File: config.mk
export PLATFORM = sky130hd
export DESIGN_NAME = pcie_wb_bridge
export DESIGN_NICKNAME = d
export VERILOG_FILES = /design/src/rtl/pwb_pkg.sv /design/src/rtl/pwb_res_decode.sv /design/src/rtl/pwb_fsm.sv /design/src/rtl/pwb_datapath.sv /design/src/rtl/pcie_wb_bridge.sv
export SDC_FILE = /design/constraint.sdc
export NUM_CORES = 1
export LEC_CHECK = 0
export BUFFER_PORTS_ARGS = -buffer_cell sky130_fd_sc_hd__buf_2
export CAP_MARGIN = 10
export CORE_MARGIN = 2
export CORE_UTILIZATION = 46
export DETAILED_ROUTE_END_ITERATION = 6
export PLACE_DENSITY = 0.79
export SYNTH_ARGS = -nofsm -noshare
export SYNTH_HDL_FRONTEND = slang
export SYNTH_SLANG_ARGS = --single-unit
export TNS_END_PERCENT = 30
File: constraint.sdc
create_clock -name clk -period 1.6 [get_ports clk]
set_input_delay 0.08 -clock clk [delete_from_list [all_inputs] [get_ports clk]]
set_output_delay 0.08 -clock clk [all_outputs]
set_load 0.005 [all_outputs]
File: src/rtl/pwb_pkg.sv
package pwb_pkg;

  typedef enum logic [1:0] {
    ST_IDLE   = 2'd0,
    ST_DECODE = 2'd1,
    ST_WB     = 2'd2,
    ST_CPL    = 2'd3
  } pwb_state_e;

  localparam logic [2:0] CPL_SC = 3'b000;
  localparam logic [2:0] CPL_UR = 3'b001;

  // byte address of a dword offset
  function automatic int unsigned dw_to_byte(input int unsigned dw);
    return dw * 4;
  endfunction

  // base address of sub-window k of the split BAR
  function automatic int unsigned sub_window_base(input int unsigned base,
                                                  input int unsigned stride,
                                                  input int unsigned k);
    return base + k * stride;
  endfunction

endpackage

File: src/rtl/pwb_res_decode.sv
module pwb_res_decode #(
  parameter int BAR_W      = 3,
  parameter int DWA_W      = 10,
  parameter int WB_AW      = 16,
  parameter int BAR_SINGLE = 0,
  parameter int BAR_SPLIT  = 1,
  parameter int unsigned SINGLE_BASE = 32'h0000,
  parameter int SUB_DW_LG  = 6,
  parameter int SUB_N      = 3,
  parameter int unsigned SUB_BASE   = 32'h4000,
  parameter int unsigned SUB_STRIDE = 32'h1000
) (
  input  logic [BAR_W-1:0] bar,
  input  logic [DWA_W-1:0] dwa,
  output logic             hit,
  output logic [WB_AW-1:0] adr
);
  import pwb_pkg::*;

  localparam int IDX_W = DWA_W - SUB_DW_LG;

  logic             single_hit;
  logic [WB_AW-1:0] single_adr;
  logic [SUB_N-1:0] sub_hit;
  logic [WB_AW-1:0] sub_adr [SUB_N];

  assign single_hit = (bar == BAR_W'(BAR_SINGLE));
  assign single_adr = WB_AW'(SINGLE_BASE) + WB_AW'(dw_to_byte(32'(dwa)));

  for (genvar k = 0; k < SUB_N; k++) begin : g_sub
    assign sub_hit[k] = (bar == BAR_W'(BAR_SPLIT)) &&
                        (dwa[DWA_W-1:SUB_DW_LG] == IDX_W'(k));
    assign sub_adr[k] = WB_AW'(sub_window_base(SUB_BASE, SUB_STRIDE, k)) +
                        WB_AW'(dw_to_byte(32'(dwa[SUB_DW_LG-1:0])));
  end

  always_comb begin
    hit = single_hit;
    adr = single_hit ? single_adr : '0;
    for (int i = 0; i < SUB_N; i++) begin
      if (sub_hit[i]) begin
        hit = 1'b1;
        adr = adr | sub_adr[i];
      end
    end
  end

endmodule

File: src/rtl/pwb_fsm.sv
module pwb_fsm (
  input  logic                clk,
  input  logic                rst_n,
  input  logic                req_valid,
  input  logic                is_wr,
  input  logic                dec_hit,
  input  logic                wb_ack,
  output pwb_pkg::pwb_state_e state,
  output logic                ev_accept,
  output logic                ev_decode,
  output logic                ev_ack
);
  import pwb_pkg::*;

  pwb_state_e nxt;

  assign ev_accept = (state == ST_IDLE) && req_valid;
  assign ev_decode = (state == ST_DECODE);
  assign ev_ack    = (state == ST_WB) && wb_ack;

  always_comb begin
    nxt = state;
    unique case (state)
      ST_IDLE:   if (req_valid) nxt = ST_DECODE;
      ST_DECODE: begin
        if (dec_hit)     nxt = ST_WB;
        else if (is_wr)  nxt = ST_IDLE;
        else             nxt = ST_CPL;
      end
      ST_WB:     if (wb_ack) nxt = is_wr ? ST_IDLE : ST_CPL;
      ST_CPL:    nxt = ST_IDLE;
      default:   nxt = ST_IDLE;
    endcase
  end

  always_ff @(posedge clk) begin
    if (!rst_n) state <= ST_IDLE;
    else        state <= nxt;
  end

endmodule

File: src/rtl/pwb_datapath.sv
module pwb_datapath #(
  parameter int BAR_W = 3,
  parameter int DWA_W = 10,
  parameter int WB_AW = 16,
  parameter int DW    = 32,
  parameter int TAG_W = 8,
  parameter int RID_W = 16,
  localparam int BE_W = DW / 8
) (
  input  logic             clk,
  input  logic             rst_n,
  input  logic             ev_accept,
  input  logic             ev_decode,
  input  logic             ev_ack,
  input  logic             req_is_wr,
  input  logic [BAR_W-1:0] req_bar,
  input  logic [DWA_W-1:0] req_dwa,
  input  logic [BE_W-1:0]  req_be,
  input  logic [TAG_W-1:0] req_tag,
  input  logic [RID_W-1:0] req_rid,
  input  logic [DW-1:0]    req_data,
  input  logic             dec_hit,
  input  logic [WB_AW-1:0] dec_adr,
  input  logic [DW-1:0]    wb_dat_i,
  output logic             cap_wr,
  output logic [BAR_W-1:0] cap_bar,
  output logic [DWA_W-1:0] cap_dwa,
  output logic [BE_W-1:0]  cap_be,
  output logic [TAG_W-1:0] cap_tag,
  output logic [RID_W-1:0] cap_rid,
  output logic [DW-1:0]    cap_data,
  output logic [WB_AW-1:0] adr_q,
  output logic [2:0]       status_q,
  output logic             has_data_q,
  output logic [DW-1:0]    rdata_q
);
  import pwb_pkg::*;

  // request capture
  always_ff @(posedge clk) begin
    if (!rst_n) begin
      cap_wr   <= 1'b0;
      cap_bar  <= '0;
      cap_dwa  <= '0;
      cap_be   <= '0;
      cap_tag  <= '0;
      cap_rid  <= '0;
      cap_data <= '0;
    end else if (ev_accept) begin
      cap_wr   <= req_is_wr;
      cap_bar  <= req_bar;
      cap_dwa  <= req_dwa;
      cap_be   <= req_be;
      cap_tag  <= req_tag;
      cap_rid  <= req_rid;
      cap_data <= req_data;
    end
  end

  // translated address, latched in the decode state
  always_ff @(posedge clk) begin
    if (!rst_n)         adr_q <= '0;
    else if (ev_decode) adr_q <= dec_adr;
  end

  // completion contents
  always_ff @(posedge clk) begin
    if (!rst_n) begin
      status_q   <= CPL_SC;
      has_data_q <= 1'b0;
      rdata_q    <= '0;
    end else if (ev_decode && !dec_hit) begin
      status_q   <= CPL_UR;
      has_data_q <= 1'b0;
      rdata_q    <= '0;
    end else if (ev_ack) begin
      status_q   <= CPL_SC;
      has_data_q <= 1'b1;
      rdata_q    <= wb_dat_i;
    end
  end

endmodule

File: src/rtl/pcie_wb_bridge.sv
module pcie_wb_bridge #(
  parameter int BAR_W      = 3,
  parameter int DWA_W      = 10,
  parameter int WB_AW      = 16,
  parameter int DW         = 32,
  parameter int TAG_W      = 8,
  parameter int RID_W      = 16,
  parameter int SUB_DW_LG  = 6,
  parameter int SUB_N      = 3,
  parameter int unsigned SUB_BASE   = 32'h4000,
  parameter int unsigned SUB_STRIDE = 32'h1000,
  localparam int BE_W = DW / 8
) (
  input  logic             clk,
  input  logic             rst_n,
  input  logic             req_valid,
  output logic             req_ready,
  input  logic             req_is_wr,
  input  logic [BAR_W-1:0] req_bar,
  input  logic [DWA_W-1:0] req_dwa,
  input  logic [BE_W-1:0]  req_be,
  input  logic [TAG_W-1:0] req_tag,
  input  logic [RID_W-1:0] req_rid,
  input  logic [DW-1:0]    req_data,
  output logic             wb_cyc,
  output logic             wb_stb,
  output logic             wb_we,
  output logic [WB_AW-1:0] wb_adr,
  output logic [BE_W-1:0]  wb_sel,
  output logic [DW-1:0]    wb_dat_o,
  input  logic [DW-1:0]    wb_dat_i,
  input  logic             wb_ack,
  output logic             cpl_valid,
  output logic [2:0]       cpl_status,
  output logic             cpl_has_data,
  output logic [DW-1:0]    cpl_data,
  output logic [TAG_W-1:0] cpl_tag,
  output logic [RID_W-1:0] cpl_rid
);
  import pwb_pkg::*;

  pwb_state_e       state;
  logic             ev_accept, ev_decode, ev_ack;
  logic             ev_hit;
  logic [WB_AW-1:0] dec_adr;
  logic             cap_wr;
  logic [BAR_W-1:0] cap_bar;
  logic [DWA_W-1:0] cap_dwa;
  logic             in_cycle;

  pwb_fsm u_fsm (
    .clk       (clk),
    .rst_n     (rst_n),
    .req_valid (req_valid),
    .is_wr     (cap_wr),
    .dec_hit   (ev_hit),
    .wb_ack    (wb_ack),
    .state     (state),
    .ev_accept (ev_accept),
    .ev_decode (ev_decode),
    .ev_ack    (ev_ack)
  );

  pwb_res_decode #(
    .BAR_W      (BAR_W),
    .DWA_W      (DWA_W),
    .WB_AW      (WB_AW),
    .SUB_DW_LG  (SUB_DW_LG),
    .SUB_N      (SUB_N),
    .SUB_BASE   (SUB_BASE),
    .SUB_STRIDE (SUB_STRIDE)
  ) u_dec (
    .bar (cap_bar),
    .dwa (cap_dwa),
    .hit (ev_hit),
    .adr (dec_adr)
  );

  pwb_datapath #(
    .BAR_W (BAR_W),
    .DWA_W (DWA_W),
    .WB_AW (WB_AW),
    .DW    (DW),
    .TAG_W (TAG_W),
    .RID_W (RID_W)
  ) u_dp (
    .clk        (clk),
    .rst_n      (rst_n),
    .ev_accept  (ev_accept),
    .ev_decode  (ev_decode),
    .ev_ack     (ev_ack),
    .req_is_wr  (req_is_wr),
    .req_bar    (req_bar),
    .req_dwa    (req_dwa),
    .req_be     (req_be),
    .req_tag    (req_tag),
    .req_rid    (req_rid),
    .req_data   (req_data),
    .dec_hit    (ev_hit),
    .dec_adr    (dec_adr),
    .wb_dat_i   (wb_dat_i),
    .cap_wr     (cap_wr),
    .cap_bar    (cap_bar),
    .cap_dwa    (cap_dwa),
    .cap_be     (wb_sel),
    .cap_tag    (cpl_tag),
    .cap_rid    (cpl_rid),
    .cap_data   (wb_dat_o),
    .adr_q      (wb_adr),
    .status_q   (cpl_status),
    .has_data_q (cpl_has_data),
    .rdata_q    (cpl_data)
  );

  assign in_cycle  = (state == ST_WB);
  assign req_ready = (state == ST_IDLE);
  assign wb_cyc    = in_cycle;
  assign wb_stb    = in_cycle;
  assign wb_we     = in_cycle && cap_wr;
  assign cpl_valid = (state == ST_CPL);

endmodule

Yosys cells after proc, flatten, opt, wreduce, memory -nomap -nowiden
Cells that the tools add are included.

Bits in registers: 126. Bits in latches: 0. Bits in writable memories: 0. Bits in read-only memories: 0. Input bits: 110. Output and inout port bits: 117. Logic and storage cells: 55. Memories: 0.

$add $sub $neg: 3. $mul: 0. Div/mod/pow operators: 0. $lt $le $gt $ge: 0. Eq/ne operators: 8. Shift operators: 0. Muxes and demuxes: 14. Bitwise logic cells: 4. Reductions and logical operators: 14.

Operator list (number): 15-bit by 8-bit adder with 16-bit output (first input constant) (3); 16-bit two-way mux (3); 16-bit bitwise OR (3); 12-bit two-way mux (1); 2-bit two-way mux (4); 2-bit one-hot mux with 4 select lines (1); 1-bit logical AND (7); 1-bit two-way mux (5); 2-bit equality test (second input constant) (2); 4-bit by 1-bit equality test with 1-bit output (second input constant) (1); 4-bit by 2-bit equality test with 1-bit output (second input constant) (1); 4-bit logical NOT (1); 2-bit inequality test (second input constant) (2); 3-bit by 1-bit equality test with 1-bit output (second input constant) (1); 3-bit logical NOT (1); 2-bit by 1-bit equality test with 1-bit output (second input constant) (1); 2-bit logical NOT (1); 2-bit AND reduction (1); 2-bit nonzero test (1); 2-bit OR reduction (1); 1-bit logical NOT (1); 1-bit NOT (1).

Longest topological paths before layout
Depth after elaboration: 8. Mapped depth: 6. Mapped depth without buffers: 3.

Cells and area by module
From an unflattened synthesis, not the netlist that was laid out.

Cells, all modules: 455. Area total of the unflattened synthesis: 5307.6 um^2.

By module, submodules not included: pwb_datapath (times used 1, cells an instance 407, area an instance 4942.2 um^2, seq. area each 2482.4 um^2); pwb_res_decode (times used 1, cells an instance 30, area an instance 215.2 um^2, seq. area each 0.0 um^2); pwb_fsm (times used 1, cells an instance 13, area an instance 112.6 um^2, seq. area each 40.0 um^2); pcie_wb_bridge (times used 1, cells an instance 5, area an instance 37.5 um^2, seq. area each 0.0 um^2).

Least setup slack after synthesis
Ideal clock, no wire load.

Path kind: reg-to-reg. From: reg u_fsm.state[1]. To: reg u_dp.cap_bar[2]. Setup time: 0.132 ns. Data arrival time: 1.216 ns. Required time: 1.468 ns. Path slack: 0.252 ns. Cell stages (with the launch flop): 7. Buffers on the path: 3. Period minus slack after synthesis: 1.348 ns. Cell sequence: dfxtp_1 -> buf_2 -> or3b_1 -> buf_6 -> buf_6 -> nand2_1 -> a21oi_1.

Word-level cells in the longest chain between the ends: 2.

RTL lines: start, declared (line pwb_fsm.sv:8) `output pwb_pkg::pwb_state_e state,`; start signal, assigned (line pwb_fsm.sv:38) `else state <= nxt;`; 2-bit logical NOT (line pwb_fsm.sv:17) `assign ev_accept = (state == ST_IDLE) && req_valid;`; 1-bit logical AND (line pwb_fsm.sv:17); end signal, assigned (line pwb_datapath.sv:51) `cap_bar <= req_bar;`; end, declared (line pwb_datapath.sv:26) `output logic [BAR_W-1:0] cap_bar,`.

No other way between the ends. A chain may end at the register's enable or synchronous reset.

Worst setup path in the final report
From: reg u_fsm.state[1]. To: out wb_we.

Word-level cells in the longest chain between the ends: 2.

RTL lines: 2-bit equality test (line pcie_wb_bridge.sv:115) `assign in_cycle = (state == ST_WB);`; 1-bit logical AND (line pcie_wb_bridge.sv:119) `assign wb_we = in_cycle && cap_wr;`; end, declared (line pcie_wb_bridge.sv:27) `output logic wb_we,`.

No other way between the ends.

==> impl_metrics.tcl <==
set metrics [dict create \
    cts-root-buf "clkbuf_8" \
    synth_xor_xnor_area_share 0 \
    grt_pass1_vias 5173 \
    p_int_mw 7.64 \
    maxClockFrequency_mhz 665 \
    crit_required_ns 1.52 \
    ys_types 36 \
    clock_sinks 123 \
    drive_gt1_frac 0.368 \
    ios 227 \
    placed_area_mm2 0.00608 \
    grt_use_total 0.276 \
    critPathKind "reg2out" \
    vias 5052 \
    routedWlPerCell_um 15.6 \
    avgSynthCellArea_um2 9.20 \
    rsz0062_at_grt "false" \
    ff2ff_setup_slack_ns 0.12 \
    status "complete, no violations" \
    cap_violations 0 \
    antenna_found_initial 0 \
    die_h_um 107 \
    power_frac_seq 0.342 \
    hold_depth 5 \
    yosys_warnings 0 \
    synthSimpleGateAreaFrac 0.158 \
    totalWireLength_mm 15.7 \
    hold_path_class "in2reg" \
    clkPwrFrac 0.359 \
    p_leak_nw 3.65 \
    p_comb_frac 0.299 \
    cts_buffer_depth 2 \
    critPathArrivalTime_ns 1.42 \
    sw_frac_of_total 0.318 \
    start_util 0.473 \
    port_buffers 221 \
    cp-end-kind "output pin" \
    drtIter0Drc 335 \
    r2r_end "u_dp.cap_data[0]" \
    p_per_area_mw_per_mm2 1420 \
    ys_ff_latch 123 \
    nNetsFinal 963 \
    reg2reg_depth 5 \
    placedCellCount 859 \
    synthCells 529 \
    total_power_mw 11.2 \
    drc 0 \
    coreArea_mm2 0.0103 \
    critPathMaxFanout 5 \
    muxShareOfSynthArea 0.0658 \
    worstHoldStart "req_valid" \
    synth_top_family_by_area "compound AO/OA/AOI/OAI gates" \
    fin_cells 1003 \
    overflow 0 \
    syn_area_mm2 0.00487 \
    final.setup_skew_ns 0.00523 \
    final-setup-viol-count 0 \
    htree_num_levels 4 \
    final.setup.tns_ns 0 \
    timing.hold.ws_ns 0.245 \
    r2r-start "u_fsm.state[0]" \
    final_cell_mix "buf_2, nand2_1, dfxtp_1" \
    min_period_over_period 0.940 \
    dieArea_mm2 0.0114 \
    grt_pass1_wl_mm 25.1 \
    dr.pass1.iters 4 \
    dpl.hpwl_mm 8.59 \
    cts_buffers 17 \
    ant_nets 0 \
    grt_max_degree 76 \
    std_cell_rows 37 \
    p_sw_mw 3.56 \
    yosysSeqAreaShare 0.506 \
    ir_drop_uv 832 \
    period_minus_slack_ns 1.50 \
    hold_viol_final 0 \
    synth_compound_area_frac 0.198 \
    drv_slew 0 \
    clk_pin_slew_ns 0.06 \
    final_area_mm2 0.00786 \
    post_drt_via_cell_ratio 5.04 \
    die_w_um 107 \
    min_to "u_dp.cap_wr" \
    area_delta_synth_final_pct 61.4 \
    layout_commonest_cell "buf_2" \
    globalplace.congestion 0.741 \
    synthAdderAreaFrac 0 \
    start_kind "register" \
    insertion_delay_ns 0.51 \
    cts_tree "done" \
]
==> stage by stage <==
step / util / setup WS, ns
after floorplan: - / 0.252
after global placement: 0.592 / 0.112
after detailed placement: 0.592 / 0.0617
after CTS: 0.760 / 0.00385
after global routing: 0.764 / 0.00345
final: 0.764 / 0.0954
==> worst max path at each step <==
stage / startpoint / end / slack (ns) / cells after the start
after detailed placement: u_dp.cap_dwa[9] / u_dp.rdata_q[21] / 0.06 / 4
after CTS: u_fsm.state[1] / wb_we / 0.004 / 4
after global placement: u_dp.cap_bar[0] / u_dp.rdata_q[1] / 0.11 / 4
after global routing: u_fsm.state[1] / wb_we / 0.003 / 4
final: u_fsm.state[1] / wb_we / 0.1 / 4
after floorplan: u_fsm.state[1] / u_dp.cap_bar[2] / 0.25 / 6
==> logic make-up after synthesis <==
logic type / count (synthesis)
muxes: 32
AOI/OAI and AO/OA: 134
buffers and inverters: 54
and+or+nand+nor: 185
other: 1
DFF: 123
==> per-layer routing <==
layer | wire length, µm | GRT usage
met1 | 6170 | 0.300
met2 | 7890 | 0.493
met3 | 1150 | 0.0821
met4 | 451 | 0.128
met5 | 0 | 0
==> registers in the layout (all words and copies together), names as in the netlist, 3 cells and up <==
signal / cells
u_dp.cap_rid: 16
u_dp.cap_data: 32
u_dp.cap_be: 4
u_dp.cap_tag: 8
u_dp.adr_q: 13
u_dp.rdata_q: 32
u_dp.cap_dwa: 10
u_dp.cap_bar: 3
==> layout make-up <==
class / count / area [µm²]
Inverter: 4 / 17.5
Clock inverter: 13 / 193
Tap cell: 136 / 170
Antenna cell: 1 / 2.50
Sequential cell: 123 / 2460
Clock buffer: 19 / 442
Fill cell: 662 / 2420
Timing Repair Buffer: 351 / 2460
Multi-Input combinational cell: 356 / 2100
==> power by group through the flow <==
stage	logic, mW	clock network (mW)	registers, mW
floorplan	2.02	0	3.86
global placement	2.88	0	3.83
detailed placement	2.97	0	3.86
CTS	3.19	4.08	3.81
global route	3.64	4.24	3.89
finish	3.34	4.02	3.83
==> worst max-delay path, cell delays in order, from the launching register on <==
cell     delay [ns]
dfxtp_2        0.35
buf_4          0.13
nor2b_4        0.18
and2_1         0.13
buf_2          0.12
==> timing repair <==
| item | 4_1_cts | 5_1_grt |
|---|---|---|
| pin swaps | 0 | 1 |
| endpoints found under the setup margin | 3 | 22 |
| endpoints found under the hold margin | 109 | 0 |
| resized for setup | 2 | 4 |
| hold buffers | 108 | 0 |
| buffers inserted | 0 | 3 |
==> synthesized netlist by cell type <==
library cell  number  share of area
nor2b_1            4         0.0051
o21ai_0            1         0.0010
a21oi_1           87          0.089
nor3b_2            1         0.0026
a31oi_1            1         0.0013
buf_4             16          0.025
a221oi_1           1         0.0018
nor4b_4            1         0.0049
o221a_2            1         0.0023
a211oi_2          30          0.077
nand3b_1           1         0.0015
inv_1              3         0.0023
and3_1             1         0.0013
a31o_2             1         0.0018
a211oi_4           1         0.0041
clkbuf_1          17          0.013
nor2_1             4         0.0031
nand3_1            4         0.0041
nand2b_1           2         0.0026
dfxtp_1          123           0.51
or3b_1             1         0.0018
clkinv_1           1        0.00077
conb_1             1        0.00077
o21ai_4            1         0.0033
a211oi_1           2         0.0031
buf_2              7         0.0072
o21bai_1           1         0.0015
mux2i_1           32          0.066
and2_1             2         0.0026
buf_6             10          0.023
o211ai_1           6         0.0093
nand4_1            2         0.0026
nor3b_1            1         0.0015
nand2_1          160           0.12
nor3_1             1         0.0010
a32oi_1            1         0.0018
Note: power is estimated with default switching activity, not from simulation.
